## src/rtl/bkp_pkg.sv

```systemverilog
package bkp_pkg;

  typedef enum logic [2:0] {
    ST_IDLE = 3'd0,
    ST_SYNC = 3'd1,
    ST_RST  = 3'd2,
    ST_STOP = 3'd3,
    ST_OFF  = 3'd4
  } bkp_state_e;

  // core reset is released only before the sync window ends
  function automatic logic f_core_rst_n(bkp_state_e st);
    return (st == ST_IDLE) || (st == ST_SYNC);
  endfunction

  // processor and peripherals are stopped from STOP onwards
  function automatic logic f_core_halt(bkp_state_e st);
    return (st == ST_STOP) || (st == ST_OFF);
  endfunction

  // regulator runs unless in backup or an external supply is selected
  function automatic logic f_reg_en(bkp_state_e st, logic ext_sel);
    return (st != ST_OFF) && !ext_sel;
  endfunction

endpackage

```

## src/rtl/bkp_trigger.sv

```systemverilog
module bkp_trigger (
  input  logic clk,
  input  logic rst_n,
  input  logic idle,
  input  logic sw_wr,
  input  logic sw_regoff,
  input  logic slp_req,
  input  logic slp_deep,
  input  logic slp_on_exit,
  input  logic isr_exit,
  output logic start
);

  logic arm_q;
  logic sw_hit;
  logic now_hit;
  logic arm_set;
  logic exit_hit;

  assign sw_hit   = sw_wr && sw_regoff;
  assign now_hit  = slp_req && slp_deep && !slp_on_exit;
  assign arm_set  = slp_req && slp_deep && slp_on_exit;
  assign exit_hit = arm_q && isr_exit;
  assign start    = idle && (sw_hit || now_hit || exit_hit);

  always_ff @(posedge clk or negedge rst_n) begin
    if (!rst_n)              arm_q <= 1'b0;
    else if (start)          arm_q <= 1'b0;
    else if (idle && arm_set) arm_q <= 1'b1;
  end

  // shallow sleep, regoff-less writes and unarmed exits start nothing
  p_shallow_ignored_r6: assert property (@(posedge clk) disable iff (!rst_n)
    (!(sw_wr && sw_regoff) && !arm_q && !slp_deep) |-> !start);

  // accepting a request drops any arming
  p_arm_cleared_r10: assert property (@(posedge clk) disable iff (!rst_n)
    start |=> !arm_q);

endmodule

```

## src/rtl/bkp_sync_timer.sv

```systemverilog
module bkp_sync_timer #(
  parameter int SYNC_CYCLES = 2
) (
  input  logic clk,
  input  logic rst_n,
  input  logic run,
  output logic done
);

  localparam int CW = (SYNC_CYCLES > 1) ? $clog2(SYNC_CYCLES) : 1;
  localparam logic [CW-1:0] LAST = CW'(SYNC_CYCLES - 1);

  logic [CW-1:0] cnt_q;

  assign done = run && (cnt_q == LAST);

  always_ff @(posedge clk or negedge rst_n) begin
    if (!rst_n)     cnt_q <= '0;
    else if (!run)  cnt_q <= '0;
    else if (!done) cnt_q <= cnt_q + 1'b1;
  end

  // every window starts counting from zero
  p_window_fresh_r2: assert property (@(posedge clk) disable iff (!rst_n)
    $rose(run) |-> (cnt_q == '0));

endmodule

```

## src/rtl/bkp_seq_fsm.sv

```systemverilog
module bkp_seq_fsm
  import bkp_pkg::*;
(
  input  logic       clk,
  input  logic       rst_n,
  input  logic       start,
  input  logic       sync_done,
  input  logic       wake,
  output bkp_state_e state
);

  bkp_state_e state_q;
  bkp_state_e state_d;

  always_comb begin
    state_d = state_q;
    unique case (state_q)
      ST_IDLE: if (start)     state_d = ST_SYNC;
      ST_SYNC: if (sync_done) state_d = ST_RST;
      ST_RST:                 state_d = ST_STOP;
      ST_STOP:                state_d = ST_OFF;
      ST_OFF:  if (wake)      state_d = ST_IDLE;
      default:                state_d = ST_IDLE;
    endcase
  end

  always_ff @(posedge clk or negedge rst_n) begin
    if (!rst_n) state_q <= ST_IDLE;
    else        state_q <= state_d;
  end

  assign state = state_q;

  // reset phase is only reached through the sync window
  p_rst_after_sync_r2: assert property (@(posedge clk) disable iff (!rst_n)
    (state_q == ST_RST) |-> ($past(state_q) == ST_SYNC));

  // backup persists until wake
  p_off_holds_r8: assert property (@(posedge clk) disable iff (!rst_n)
    (state_q == ST_OFF && !wake) |=> (state_q == ST_OFF));

  // early wake does not abort the sequence
  p_early_wake_ignored_r9: assert property (@(posedge clk) disable iff (!rst_n)
    ((state_q == ST_SYNC || state_q == ST_RST || state_q == ST_STOP) && wake)
      |=> (state_q != ST_IDLE));

endmodule

```

## src/rtl/bkp_entry_ctrl.sv

```systemverilog
module bkp_entry_ctrl
  import bkp_pkg::*;
#(
  parameter int SYNC_CYCLES = 2
) (
  input  logic clk,
  input  logic rst_n,
  input  logic sw_wr,
  input  logic sw_regoff,
  input  logic slp_req,
  input  logic slp_deep,
  input  logic slp_on_exit,
  input  logic isr_exit,
  input  logic ext_supply_sel,
  input  logic wake_req,
  output logic core_rst_n,
  output logic core_halt,
  output logic reg_en
);

  bkp_state_e state;
  logic       start;
  logic       sync_run;
  logic       sync_done;
  logic       is_idle;

  assign is_idle  = (state == ST_IDLE);
  assign sync_run = (state == ST_SYNC);

  bkp_trigger u_trigger (
    .clk         (clk),
    .rst_n       (rst_n),
    .idle        (is_idle),
    .sw_wr       (sw_wr),
    .sw_regoff   (sw_regoff),
    .slp_req     (slp_req),
    .slp_deep    (slp_deep),
    .slp_on_exit (slp_on_exit),
    .isr_exit    (isr_exit),
    .start       (start)
  );

  bkp_sync_timer #(.SYNC_CYCLES(SYNC_CYCLES)) u_sync (
    .clk   (clk),
    .rst_n (rst_n),
    .run   (sync_run),
    .done  (sync_done)
  );

  bkp_seq_fsm u_fsm (
    .clk       (clk),
    .rst_n     (rst_n),
    .start     (start),
    .sync_done (sync_done),
    .wake      (wake_req),
    .state     (state)
  );

  assign core_rst_n = f_core_rst_n(state);
  assign core_halt  = f_core_halt(state);
  assign reg_en     = f_reg_en(state, ext_supply_sel);

  // halt only follows an already asserted core reset
  p_halt_after_rst_r3: assert property (@(posedge clk) disable iff (!rst_n)
    $rose(core_halt) |-> $past(!core_rst_n));

  // regulator drops only after the halt cycle
  p_regoff_after_halt_r3: assert property (@(posedge clk) disable iff (!rst_n)
    ($fell(reg_en) && !ext_supply_sel && $past(!ext_supply_sel)) |-> $past(core_halt));

  // core reset is released only by a wake-up
  p_release_on_wake_r8: assert property (@(posedge clk) disable iff (!rst_n)
    $rose(core_rst_n) |-> $past(wake_req));

  // external supply mode alone never asserts core reset
  p_ext_no_entry_r7: assert property (@(posedge clk) disable iff (!rst_n)
    (is_idle && !start) |=> core_rst_n);

endmodule

```

## config.mk

```make
export PLATFORM = sky130hd
export DESIGN_NAME = bkp_entry_ctrl
export DESIGN_NICKNAME = d
export VERILOG_FILES = /design/src/rtl/bkp_pkg.sv /design/src/rtl/bkp_trigger.sv /design/src/rtl/bkp_sync_timer.sv /design/src/rtl/bkp_seq_fsm.sv /design/src/rtl/bkp_entry_ctrl.sv
export SDC_FILE = /design/constraint.sdc
export NUM_CORES = 1
export LEC_CHECK = 0
export ABC_AREA = 1
export BUFFER_PORTS_ARGS = -buffer_cell sky130_fd_sc_hd__buf_2
export CORE_AREA = 4 4 41 43
export DETAILED_ROUTE_END_ITERATION = 16
export DIE_AREA = 0 0 45 47
export PLACE_DENSITY = 0.45
export SETUP_SLACK_MARGIN = 0.2
export SLEW_MARGIN = 20
export SYNTH_ARGS = -nofsm -noshare
export SYNTH_HDL_FRONTEND = slang
export SYNTH_HIERARCHICAL = 1
export SYNTH_SLANG_ARGS = --single-unit
```

## constraint.sdc

```tcl
create_clock -name clk -period 2.6 [get_ports clk]
set_input_delay 0.39 -clock clk [delete_from_list [all_inputs] [get_ports clk]]
set_output_delay 0.39 -clock clk [all_outputs]
set_load 0.1 [all_outputs]
```

* Word level (Yosys, flattened, before mapping)
Cells that the tools add are included.
Cells by class: muxes and demuxes 8, $lt $le $gt $ge 0, shift-type cells 0, $mul 0, div/mod/pow operators 0, equal/unequal tests 9, bitwise logic cells 0, reductions and logical operators 18, add/sub/neg operators 1
Operator list (number):
- 3-bit case mux with 5 select lines | 1
- 1-bit logical AND | 9
- 3-bit two-way mux | 3
- 2-bit inequality test (second input constant) | 4
- 3-bit by 2-bit equality test with 1-bit output (second input constant) | 2
- 1-bit logical OR | 4
- 1-bit two-way mux | 4
- 3-bit by 1-bit equality test with 1-bit output (second input constant) | 1
- 3-bit equality test (second input constant) | 1
- 3-bit zero test | 1
- 3-bit inequality test (second input constant) | 1
- 3-bit AND reduction | 1
- 1-bit zero test | 2
- 2-bit nonzero test | 1
- 1-bit adder (second input constant) | 1
Storage, ports and cells: memories kept 0, flip-flop bits (word level) 5, ROM bits 0, memory bits (writable) 0, latch bits 0, bits of input ports 10

* Depth between registers and ports, before layout
Gate-level depths: netlist of the first run.
depth after elaboration 7, mapped depth 8, gate-level depth less buffers 8

* Modules after synthesis
The synthesis of the first run kept the hierarchy.
By module, submodules not included:
- bkp_seq_fsm | seq. area each 75.1 sq um, instances 1, cells each 27, area each 173.9 sq um
- bkp_trigger | seq. area each 25.0 sq um, instances 1, cells each 13, area each 78.8 sq um
- bkp_entry_ctrl | seq. area each 0.0 sq um, instances 1, cells each 8, area each 40.0 sq um
- bkp_sync_timer | seq. area each 25.0 sq um, instances 1, cells each 4, area each 36.3 sq um

* Worst setup path after synthesis of the first run
OpenSTA, ideal clock, no wires.
path kind reg-to-output, from register u_fsm.state_q[1] (netlist: u_fsm/state[1]), to output reg_en, buffers on the path 0, cell stages (with the launch flop) 3, setup slack 0.221 ns, arrival 1.989 ns, cell sequence dfrtp_1 -> nor2_1 -> a21oi_1
Between the ends: cells in the longest elaborated chain, start to end 2
RTL lines:
- start, declared | line bkp_seq_fsm.sv:12 | bkp_state_e state_q;
- start signal, assigned | line bkp_seq_fsm.sv:29 | else state_q <= state_d;
- 3-bit inequality test | line bkp_pkg.sv:23 | return (st != ST_OFF) && !ext_sel;
- 1-bit logical AND | line bkp_pkg.sv:23
- end, declared | line bkp_entry_ctrl.sv:18 | output logic reg_en
Every way passes these cells.

* Final worst setup path of the first run
from register u_fsm.state_q[1] (netlist: u_fsm/state[1]), to output core_halt
Between the ends: cells in the longest elaborated chain, start to end 2
RTL lines:
- 3-bit by 2-bit equality test with 1-bit output or 3-bit equality test (tied branches) | line bkp_pkg.sv:18 | return (st == ST_STOP) || (st == ST_OFF);
- 1-bit logical OR * | line bkp_pkg.sv:18
- end, declared | line bkp_entry_ctrl.sv:17 | output logic core_halt,
Every way passes the cells marked *; elsewhere a longest branch is shown, timed or not.

==> key figures, run 1 <==
Timing
  • Period utilization: about 68%
  • Tmin final: 1.78 ns
  • RSZ-0062 raised after global routing: false
  • Sum Neg Setup Slack: 0 ns
  • Worst Slack Setup Final: just over 0.8 ns
  • Slew HR: 68.0%
  • Fin. max-slew vios: 0
  • Setup violators final: 0
  • Skew final: 0.000839 ns
  • Final-report hold violation count: 0
  • FMAX: 0.562 GHz
  • Worst Max-Slew Pin Slew: 0.484 ns

Finish
  • Antenna cells: 0
  • Post-synthesis to final-layout area growth: 33.8%
  • Final nets: roughly 80
  • Fillers: 167
  • Fraction of layout cells with a size suffix above 1: between 20% and 30%

Floorplanning
  • Die H: ~47 µm
  • Initial Utilization: between 20% and 30%
  • Core Area: roughly 1300 µm²
  • Chip Width: between 40 and 50 µm
  • Die area: 2120 µm²
  • Num rows: 13
  • Boundary Pins: 13

Global route
  • GRT Total Usage: 7.06%
  • Global-route wire length before repair: approximately 1100 µm
  • Vias in the first global route: around 300
  • Initial antenna violation count: 0
  • Grt ovf: 0
  • Largest net degree at the start of global routing: 11

Pwr
  • Clock share of power: between 15 and 20%
  • Sw power: slightly above 300 µW
  • Internal: around 260 µW
  • Power per cell area: ~1300 nW/µm²
  • Leakage: about 0.00026 µW
  • Net Sw Frac: 54.7%
  • Max VDD drop: 0.392 mV
  • Logic pwr share: around three fifths
  • Flop pwr share: around a quarter

Setup path
  • CP max FO: 9
  • Nature of the critical path endpoint: output pin
  • Reg2reg end: u_fsm/state[1]$_DFFE_PN0P_
  • Crit path kind: flip-flop to output pin
  • Worst setup path startpoint: u_fsm/state[1]$_DFFE_PN0P_
  • Worst EP required: approximately 2.2 ns
  • FF-to-FF setup slack: around 1.1 ns
  • Startpoint types: flip-flop
  • R2r worst-path depth: 7
  • WP data arrival: 1.39 ns
  • Reg-to-reg startpoint: u_fsm/state[2]$_DFFE_PN0P_

Clock network
  • Reg clk slew, reported paths: around 0.040 ns
  • Post-CTS Repair Setup Buffers: 0
  • Clock latency at the later pin of the worst-skew pair: about 0.23 ns
  • Clock Tree Root: clkbuf_4
  • Num CTS Buffers: 3
  • Clk sinks: 5
  • CTS tree: yes
  • H-tree levels: 1
  • Max Root-Sink Buffers: 2
  • Resized cells post-CTS: 0

Route
  • Post-route ant nets: 0
  • Pre-Repair DR Iteration Count: 1
  • Initial DRC count: 0
  • Via count: around 330
  • Drc violations: 0
  • Total wire length: ~680 µm
  • Via-to-Cell Ratio: 3.96
  • WL/cell: between 8 and 9 µm

Synthesis
  • Share of the synthesized area in the top cell type: approximately two fifths
  • Seq/Total Area, Yosys: a little under two fifths
  • EDFF count, synth: 0
  • Largest area contributor in the netlist: dfrtp_1
  • Primary FF master, synth: dfrtp_1
  • Avg Inst Size Synth: roughly 6.3 µm²
  • Syn Nets: 62
  • Seq cells post-synth: 5
  • Ys async rst share: between 90% and 100%
  • Synth top cells by count: nand2_1, inv_1, dfrtp_1, nor2_1, nand3_1
  • Top post-synthesis cells by area: dfrtp_1, nand2_1, inv_1
  • Mapped Area: 329 µm²
  • Synth cell types: 15
  • Cells after Synth: 52
  • YS warnings: 6
  • Top-count cell post-synth: nand2_1

Worst hold path
  • WHS Endpoint: u_fsm/state[2]$_DFFE_PN0P_
  • Hold Path Stages: 2
  • Hold wc startpoint: wake_req
  • Worst hold path class: input port to flip-flop

Place
  • Pre-CTS setup slack: between 1 and 1.5 ns
  • RD Place Congestion: about 0.66
  • DP HPWL: 566 µm
  • PortBufs: 12

Run status
  • Status: finished, final reports clean

Job
  • Max Cap Viol: 0
## power groups by stage
stage / clock network, µW / logic, µW / registers [µW]
2_1_floorplan: 0 / 285 / 143
5_1_grt: 95.7 / 368 / 158
6_report: 86.0 / 331 / 150
3_3_place_gp: 0 / 338 / 150
4_1_cts: 92.0 / 336 / 149
3_5_place_dp: 0 / 334 / 150
## sequential cells by signal (all words and copies together), names as in the netlist
name / count
u_trigger/arm_q: 1
u_fsm/state: 3
u_sync/cnt_q: 1
## cell type report
cell class	count	area, µm²	area share, %
multi-input cells	36	163	36.9
inverters	10	37.5	8.52
clock buffers	4	26.3	5.97
flip-flops and latches	5	125	28.4
well taps	15	18.8	4.26
repair buffers	13	70.1	15.9
## how the worst max path moves through the flow
stage,cells past startpoint,end,slack (ns)
finish,4,core_halt,0.82
global route,4,core_halt,0.70
CTS,4,core_halt,0.80
detailed placement,4,core_halt,1.07
global placement,4,core_halt,1.08
floorplan,2,reg_en,0.22
## repair_timing
action	4_1_cts	5_1_grt
hold endpoints to repair	5	0
hold buffers	1	0
endpoints found under the setup margin	0	0
## placed cells by master (no fill, tap or decap)
master / instances
nor3b_1: 1
nand2_2: 1
clkbuf_1: 1
nand2_1: 17
nor2_1: 5
nand4_1: 1
inv_2: 2
inv_1: 8
clkbuf_4: 3
dfrtp_1: 5
nand3_1: 4
dlygate4sd3_1: 1
buf_2: 12
a21oi_1: 2
o21ai_1: 1
nor3_1: 1
nor2_2: 2
nand3b_1: 1
## layer usage
| metal | global-route usage, % | vias to the layer above | wire, µm |
|---|---|---|---|
| met2 | 11.3 | 6 | 324 |
| met4 | 5.26 | 0 | 0 |
| met1 | 8.53 | 134 | 313 |
| met5 | 0 | - | 0 |
| li1 | - | 189 | - |
| met3 | 1.15 | 0 | 39 |
## logic make-up after synthesis
family                 Yosys count  synth area share [%]
buffers and inverters           11                  12.5
AOI/OAI and AO/OA                3                  4.56
DFF                              5                  38.0
and+or+nand+nor                 33                  44.9
## metrics by stage
stage                     hold WS, ns  instances  instance area (µm²)  utilization, %  power (µW)
after floorplan                0.0944         52                  329               -         428
after global placement          0.211         78                  404            31.1         488
after detailed placement        0.210         78                  404            31.1         484
after CTS                       0.351         83                  440            33.8         577
after global routing            0.364         83                  440            33.8         621
final                           0.355         83                  440            33.8         567
## critical path: stages, from the launching register on
cell	delay, ns
dfrtp_1	0.45
nor2_1	0.16
nand2_1	0.06
nand2_1	0.06
buf_2	0.41
Power figures use the tool's default switching activity.
==> run 2: changes to the inputs <==
PLACE_DENSITY = 0.47   (was 0.45)
clock period = 1.45 ns   (was 2.6 ns; I/O delays follow)
==> run 2 against run 1 <==
  * Largest cell class unchanged
  * Flip-flop and latch count unchanged
  * Largest power group unchanged
  * Utilization up 17 points
  * Clock skew up 0.0056 ns
  * Sequential power up 91%
==> key figures, run 2 (synthesized netlist as in run 1, its figures left out) <==
Clock network
  • Reg clk slew, reported paths: 0.05 ns (about the same)
  • CTS tree: yes
  • Clock latency at the later pin of the worst-skew pair: 0.24 ns (about the same)
  • Clock Tree Root: clkbuf_4
  • Clk sinks: 5 (unchanged)
  • H-tree levels: 1 (unchanged)
  • Num CTS Buffers: 3 (unchanged)
  • Max Root-Sink Buffers: 2 (unchanged)

Route
  • Initial DRC count: 2 (+2)
  • WL/cell: 9.87 µm (+21%)
  • Post-route ant nets: 0 (unchanged)
  • Via count: 418 (+27%)
  • Via-to-Cell Ratio: 4.40 (+11%)
  • Drc violations: 0 (unchanged)
  • Pre-Repair DR Iteration Count: 3 (+2)
  • Total wire length: 938 µm (+39%)

Global route
  • Grt ovf: 0 (unchanged)
  • Global-route wire length before repair: 1530 µm (+42%)
  • GRT Total Usage: 10.4% (+3.4 points)
  • Vias in the first global route: 389 (+28%)
  • Largest net degree at the start of global routing: 7 (-4)
  • Initial antenna violation count: 0 (unchanged)

Timing
  • RSZ-0062 raised after global routing: true
  • Worst Max-Slew Pin Slew: 0.165 ns (-0.319 ns)
  • Hold WS: 0.167 ns (-0.188 ns)
  • Final-report hold violation count: 0 (unchanged)
  • Period utilization: 97.5%
  • Worst Slack Setup Final: 0.0359 ns (-0.784 ns)
  • Skew final: 0.00644 ns (+0.00560 ns)
  • Tmin final: between 1 and 1.5 ns
  • Slew HR: 88.9% (+21 points)
  • Fin. max-slew vios: 0 (unchanged)
  • FMAX: roughly 0.71 GHz
  • Setup violators final: 0 (unchanged)

Place
  • RD Place Congestion: 0.764 (+15%)
  • DP HPWL: 574 µm (+1.3%)
  • Pre-CTS setup slack: 0.0815 ns (-0.986 ns)
  • PortBufs: 12 (unchanged)

Pwr
  • Power Total: 1530 µW (+170%)
  • Leakage: 0.000349 µW (+35%)
  • Max VDD drop: 1.23 mV (+210%)
  • Power per cell area: 2330 nW/µm² (+81%)

Floorplanning
  • Chip Width: 45 µm (unchanged)
  • Core Area: 1300 µm² (unchanged)
  • Die H: 47 µm (unchanged)
  • Boundary Pins: 13 (unchanged)
  • Initial Utilization: 25.3% (unchanged)
  • Num rows: 13 (unchanged)
  • Die area: 2120 µm² (unchanged)

Setup path
  • Crit path kind: flip-flop to output pin
  • FF-to-FF setup slack: 0.14 ns (-1.00 ns)
  • CP max stage delay: 0.46 ns (about the same)
  • Reg-to-reg startpoint: u_fsm/state[1]$_DFFE_PN0P_
  • Worst path slowest cell: dfrtp_2
  • Reg2reg end: u_fsm/state[1]$_DFFE_PN0P_
  • Nature of the critical path endpoint: output pin
  • Startpoint types: flip-flop
  • CP max FO: 6 (-3)
  • Worst EP required: 1.23 ns (-0.98 ns)
  • WP data arrival: 1.20 ns (-0.19 ns)
  • Crit-path cells: nand3b_1 -> nand2_4 -> buf_12
  • R2r worst-path depth: 8 (+1)

Finish
  • Antenna cells: 0 (unchanged)
  • Util after Layout: 50.5% (+17 points)
  • Final nets: 91 (+15%)
  • Commonest non-fill, non-tap cells in the layout: nand2_1, buf_2, buf_4
  • Fillers: 134 (-20%)
  • Max reg flops: 3 (unchanged)
  • Post-synthesis to final-layout area growth: 99.6%
  • Commonest non-fill, non-tap cell in the layout: nand2_1
  • Fraction of layout cells with a size suffix above 1: 53.8% (+24 points)

Worst hold path
  • Hold wc startpoint: wake_req
  • Worst hold path class: input port to flip-flop
  • WHS Endpoint: u_fsm/state[2]$_DFFE_PN0P_
  • Hold Path Stages: 2 (unchanged)

Job
  • Max Cap Viol: 0 (unchanged)

Run status
  • Status: finished, final reports clean
-- run 2: metrics by stage --
| step | instance area (µm²) | setup TNS (ns) | std cells |
|---|---|---|---|
| floorplan | 372 | 0 | 52 |
| global placement | 499 | 0 | 79 |
| detailed placement | 499 | 0 | 79 |
| CTS | 621 | 0 | 93 |
| global route | 657 | -0.00573 | 95 |
| finish | 657 | 0 | 95 |
-- run 2: how the worst max path moves through the flow --
stage | from | endpoint | slack [ns] | cells after the start
2_1_floorplan | u_fsm/state[1]$_DFFE_PN0P_ | reg_en | 0.16 | 2
3_3_place_gp | u_fsm/state[1]$_DFFE_PN0P_ | u_fsm/state[1]$_DFFE_PN0P_ | 0.11 | 7
3_5_place_dp | u_fsm/state[2]$_DFFE_PN0P_ | u_fsm/state[1]$_DFFE_PN0P_ | 0.08 | 7
4_1_cts | u_fsm/state[2]$_DFFE_PN0P_ | core_halt | 0.06 | 3
5_1_grt | u_fsm/state[2]$_DFFE_PN0P_ | core_halt | -0.006 | 3
6_report | u_fsm/state[2]$_DFFE_PN0P_ | core_halt | 0.04 | 3
-- run 2: area by class of cell --
cell class	count	area, µm²	area share [%]
sequential	5	129	19.6
timing repair buffer	25	216	33.0
inverter	10	37.5	5.71
clock buffer	4	26.3	4.00
multi-input combinational	36	229	34.9
tap	15	18.8	2.86
-- run 2: timing repair --
item | 4_1_cts | 5_1_grt
pin swaps | 2 | 4
endpoints found under the setup margin | 5 | 6
resized for setup | 4 | 5
endpoints found under the hold margin | 5 | 0
setup buffers | 9 | 2
hold buffers | 1 | 0
-- run 2: layer usage --
layer | vias up | GRT usage [%] | part of all wire [%]
met5 | - | 0 | 0
met4 | 0 | 3.51 | 0
met3 | 0 | 4.60 | 6.5
met2 | 10 | 18.4 | 54
met1 | 192 | 11.1 | 39
li1 | 216 | - | -
-- run 2: worst max-delay path, delay by kind of cell (launching register included) --
family,cells,cell delay (ns)
buffers and inverters,1,0.17
DFF,1,0.46
and+or+nand+nor,2,0.32
-- run 2: power by group --
part | switching, µW | internal [µW]
clock network | 55.6 | 104
logic | 586 | 499
registers | 81.5 | 204
total | 723 | 807
==> run 3: changes to the inputs <==
RECOVER_POWER = 25   (was default)
REMOVE_ABC_BUFFERS = 1   (was default)
==> run 3 against run 2 <==
  * Die area unchanged
  * Final area fell by 5.5%
  * Via count shrank 5.7%
  * Flip-flop and latch count stayed put
  * First-iteration DRC count rose to 3.5 times the previous value
  * Sequential share of layout area is 0.74 points higher
  * Worst setup slack improved by 0.016 ns
  * Clock power about the same
  * Sequential power shrank 8.0%
==> key figures, run 3 (synthesized netlist as in run 1, its figures left out) <==
Setup path
  • Worst EP required: 1.23 ns (about the same)
  • CP max FO: 6 (unchanged)
  • Crit path kind: flip-flop to output pin
  • CP max stage delay: 0.48 ns (+0.02 ns)
  • Reg-to-reg startpoint: u_fsm/state[2]$_DFFE_PN0P_
  • Startpoint types: flip-flop
  • WP buf/inv: 1 (unchanged)
  • Critical path's top delay family: flip-flops
  • Worst path slowest cell: dfrtp_2
  • Worst setup path startpoint: u_fsm/state[0]$_DFFE_PN0P_
  • WP data arrival: 1.18 ns (-0.02 ns)
  • Nature of the critical path endpoint: output pin
  • Crit-path cells: nor2_4 -> nand2_1 -> nand2_2 -> buf_12

Timing
  • Worst Slack Setup Final: 0.0523 ns (+0.0164 ns)
  • FMAX: 0.715 GHz (+1.2%)
  • Slew HR: 82.5% (-6.4 points)
  • Setup violators final: 0 (unchanged)
  • Worst Max-Slew Pin Slew: 0.262 ns (+0.0966 ns)
  • Tmin final: 1.40 ns (-0.0164 ns)
  • RSZ-0062 raised after global routing: true
  • Fin. max-slew vios: 0 (unchanged)
  • Period utilization: 96.4% (-1.1 points)
  • Skew final: 0.00445 ns (-0.00198 ns)
  • Final-report hold violation count: 0 (unchanged)

Route
  • Via-to-Cell Ratio: 4.28 (-2.7%)
  • Drc violations: 0 (unchanged)
  • WL/cell: 9.66 µm (-2.1%)
  • Via count: 394 (-5.7%)
  • Total wire length: 889 µm (-5.2%)
  • Initial DRC count: 7 (+5)
  • Pre-Repair DR Iteration Count: 4 (+1)
  • Post-route ant nets: 0 (unchanged)

Place
  • Pre-CTS setup slack: 0.0776 ns (-0.00392 ns)
  • Placed insts: 80 (+1.3%)
  • PortBufs: 12 (unchanged)
  • DP HPWL: 558 µm (-2.7%)
  • RD Place Congestion: 0.774 (+1.3%)
  • Placed Area: 464 µm² (-7.0%)

Floorplanning
  • Die H: 47 µm (unchanged)
  • Initial Utilization: 25.3% (unchanged)
  • Boundary Pins: 13 (unchanged)
  • Num rows: 13 (unchanged)
  • Die area: 2120 µm² (unchanged)
  • Core Area: 1300 µm² (unchanged)
  • Chip Width: 45 µm (unchanged)

Clock network
  • Reg clk slew, reported paths: 0.04 ns (about the same)
  • Num CTS Buffers: 3 (unchanged)
  • Clk sinks: 5 (unchanged)
  • H-tree levels: 1 (unchanged)
  • Clock latency at the later pin of the worst-skew pair: 0.25 ns (about the same)
  • Clock Tree Root: clkbuf_4
  • CTS tree: yes
  • Max Root-Sink Buffers: 2 (unchanged)

Pwr
  • Leakage: 0.000335 µW (-4.0%)
  • Power per cell area: 2290 nW/µm² (-1.7%)
  • Max VDD drop: 1.05 mV (-15%)
  • Power Total: 1420 µW (-7.2%)

Global route
  • Global-route wire length before repair: 1340 µm (-13%)
  • Grt ovf: 0 (unchanged)
  • GRT Total Usage: 9.52% (-0.90 points)
  • Largest net degree at the start of global routing: 7 (unchanged)
  • Initial antenna violation count: 0 (unchanged)
  • Vias in the first global route: 344 (-12%)

Worst hold path
  • Hold wc startpoint: wake_req
  • Worst hold path class: input port to flip-flop

Finish
  • Commonest non-fill, non-tap cells in the layout: nand2_1, buf_2, inv_1
  • Fraction of layout cells with a size suffix above 1: 49.4% (-4.4 points)
  • Max reg flops: 3 (unchanged)
  • Final Cell Area: 621 µm² (-5.5%)
  • Commonest non-fill, non-tap cell in the layout: nand2_1
  • Antenna cells: 0 (unchanged)
  • Final nets: 88 (-3.3%)
  • Post-synthesis to final-layout area growth: 88.6%
  • Non-Filler Instances: 92 (-3.2%)
  • Util after Layout: 47.7% (-2.8 points)

Run status
  • Status: finished, final reports clean

Job
  • Max Cap Viol: 0 (unchanged)
## run 3: timing repair
action                                 CTS  global route
pin swaps                                3             9
endpoints found under the hold margin    5             0
buffers inserted                         5             2
hold buffers                             1             0
setup endpoints to repair                5             6
gates resized for setup                  9             8
## run 3: cell type report
| class | instances | area [µm²] |
|---|---|---|
| timing repair buffer | 22 | 193 |
| clock buffer | 4 | 26.3 |
| inverter | 10 | 37.5 |
| tap | 15 | 18.8 |
| fill | 139 | 681 |
| multi-input combinational | 36 | 219 |
| sequential | 5 | 126 |
## run 3: worst paths after layout
kind                                               end  slack (ns)  cells past startpoint
min in group asynchronous     u_sync/cnt_q$_DFFE_PN0P_        0.35                      2
max                                          core_halt        0.05                      4
max in group asynchronous   u_fsm/state[0]$_DFFE_PN0P_        0.88                      2
min reg2reg                u_trigger/arm_q$_DFFE_PN0P_        0.60                      4
min                         u_fsm/state[2]$_DFFE_PN0P_        0.17                      2
max reg2reg                 u_fsm/state[0]$_DFFE_PN0P_        0.12                      8
## run 3: power breakdown
group          total, µW  switching (µW)  internal [µW]
Combinational        995             571            424
Clock                163            59.2            104
Sequential           263            62.0            201
Total               1420             692            729
## run 3: layer usage
metal	share of wire, %	global-route usage [%]
met1	42	8.99
met2	46	15.3
met3	7.1	3.83
met4	4.7	9.94
met5	0	0
## run 3: worst reg2reg max path: cells and delay by family (launching register included)
family	cells	cell delay, ns
simple gates	6	0.59
flops	1	0.38
buf+inv	1	0.14
compound gates	1	0.13
## run 3: per-stage QoR
step / TNS (ns) / hold WS [ns]
2_1_floorplan: -1.33 / -0.0781
3_3_place_gp: 0 / 0.0346
3_5_place_dp: 0 / 0.0352
4_1_cts: 0 / 0.168
5_1_grt: 0 / 0.169
6_report: 0 / 0.174
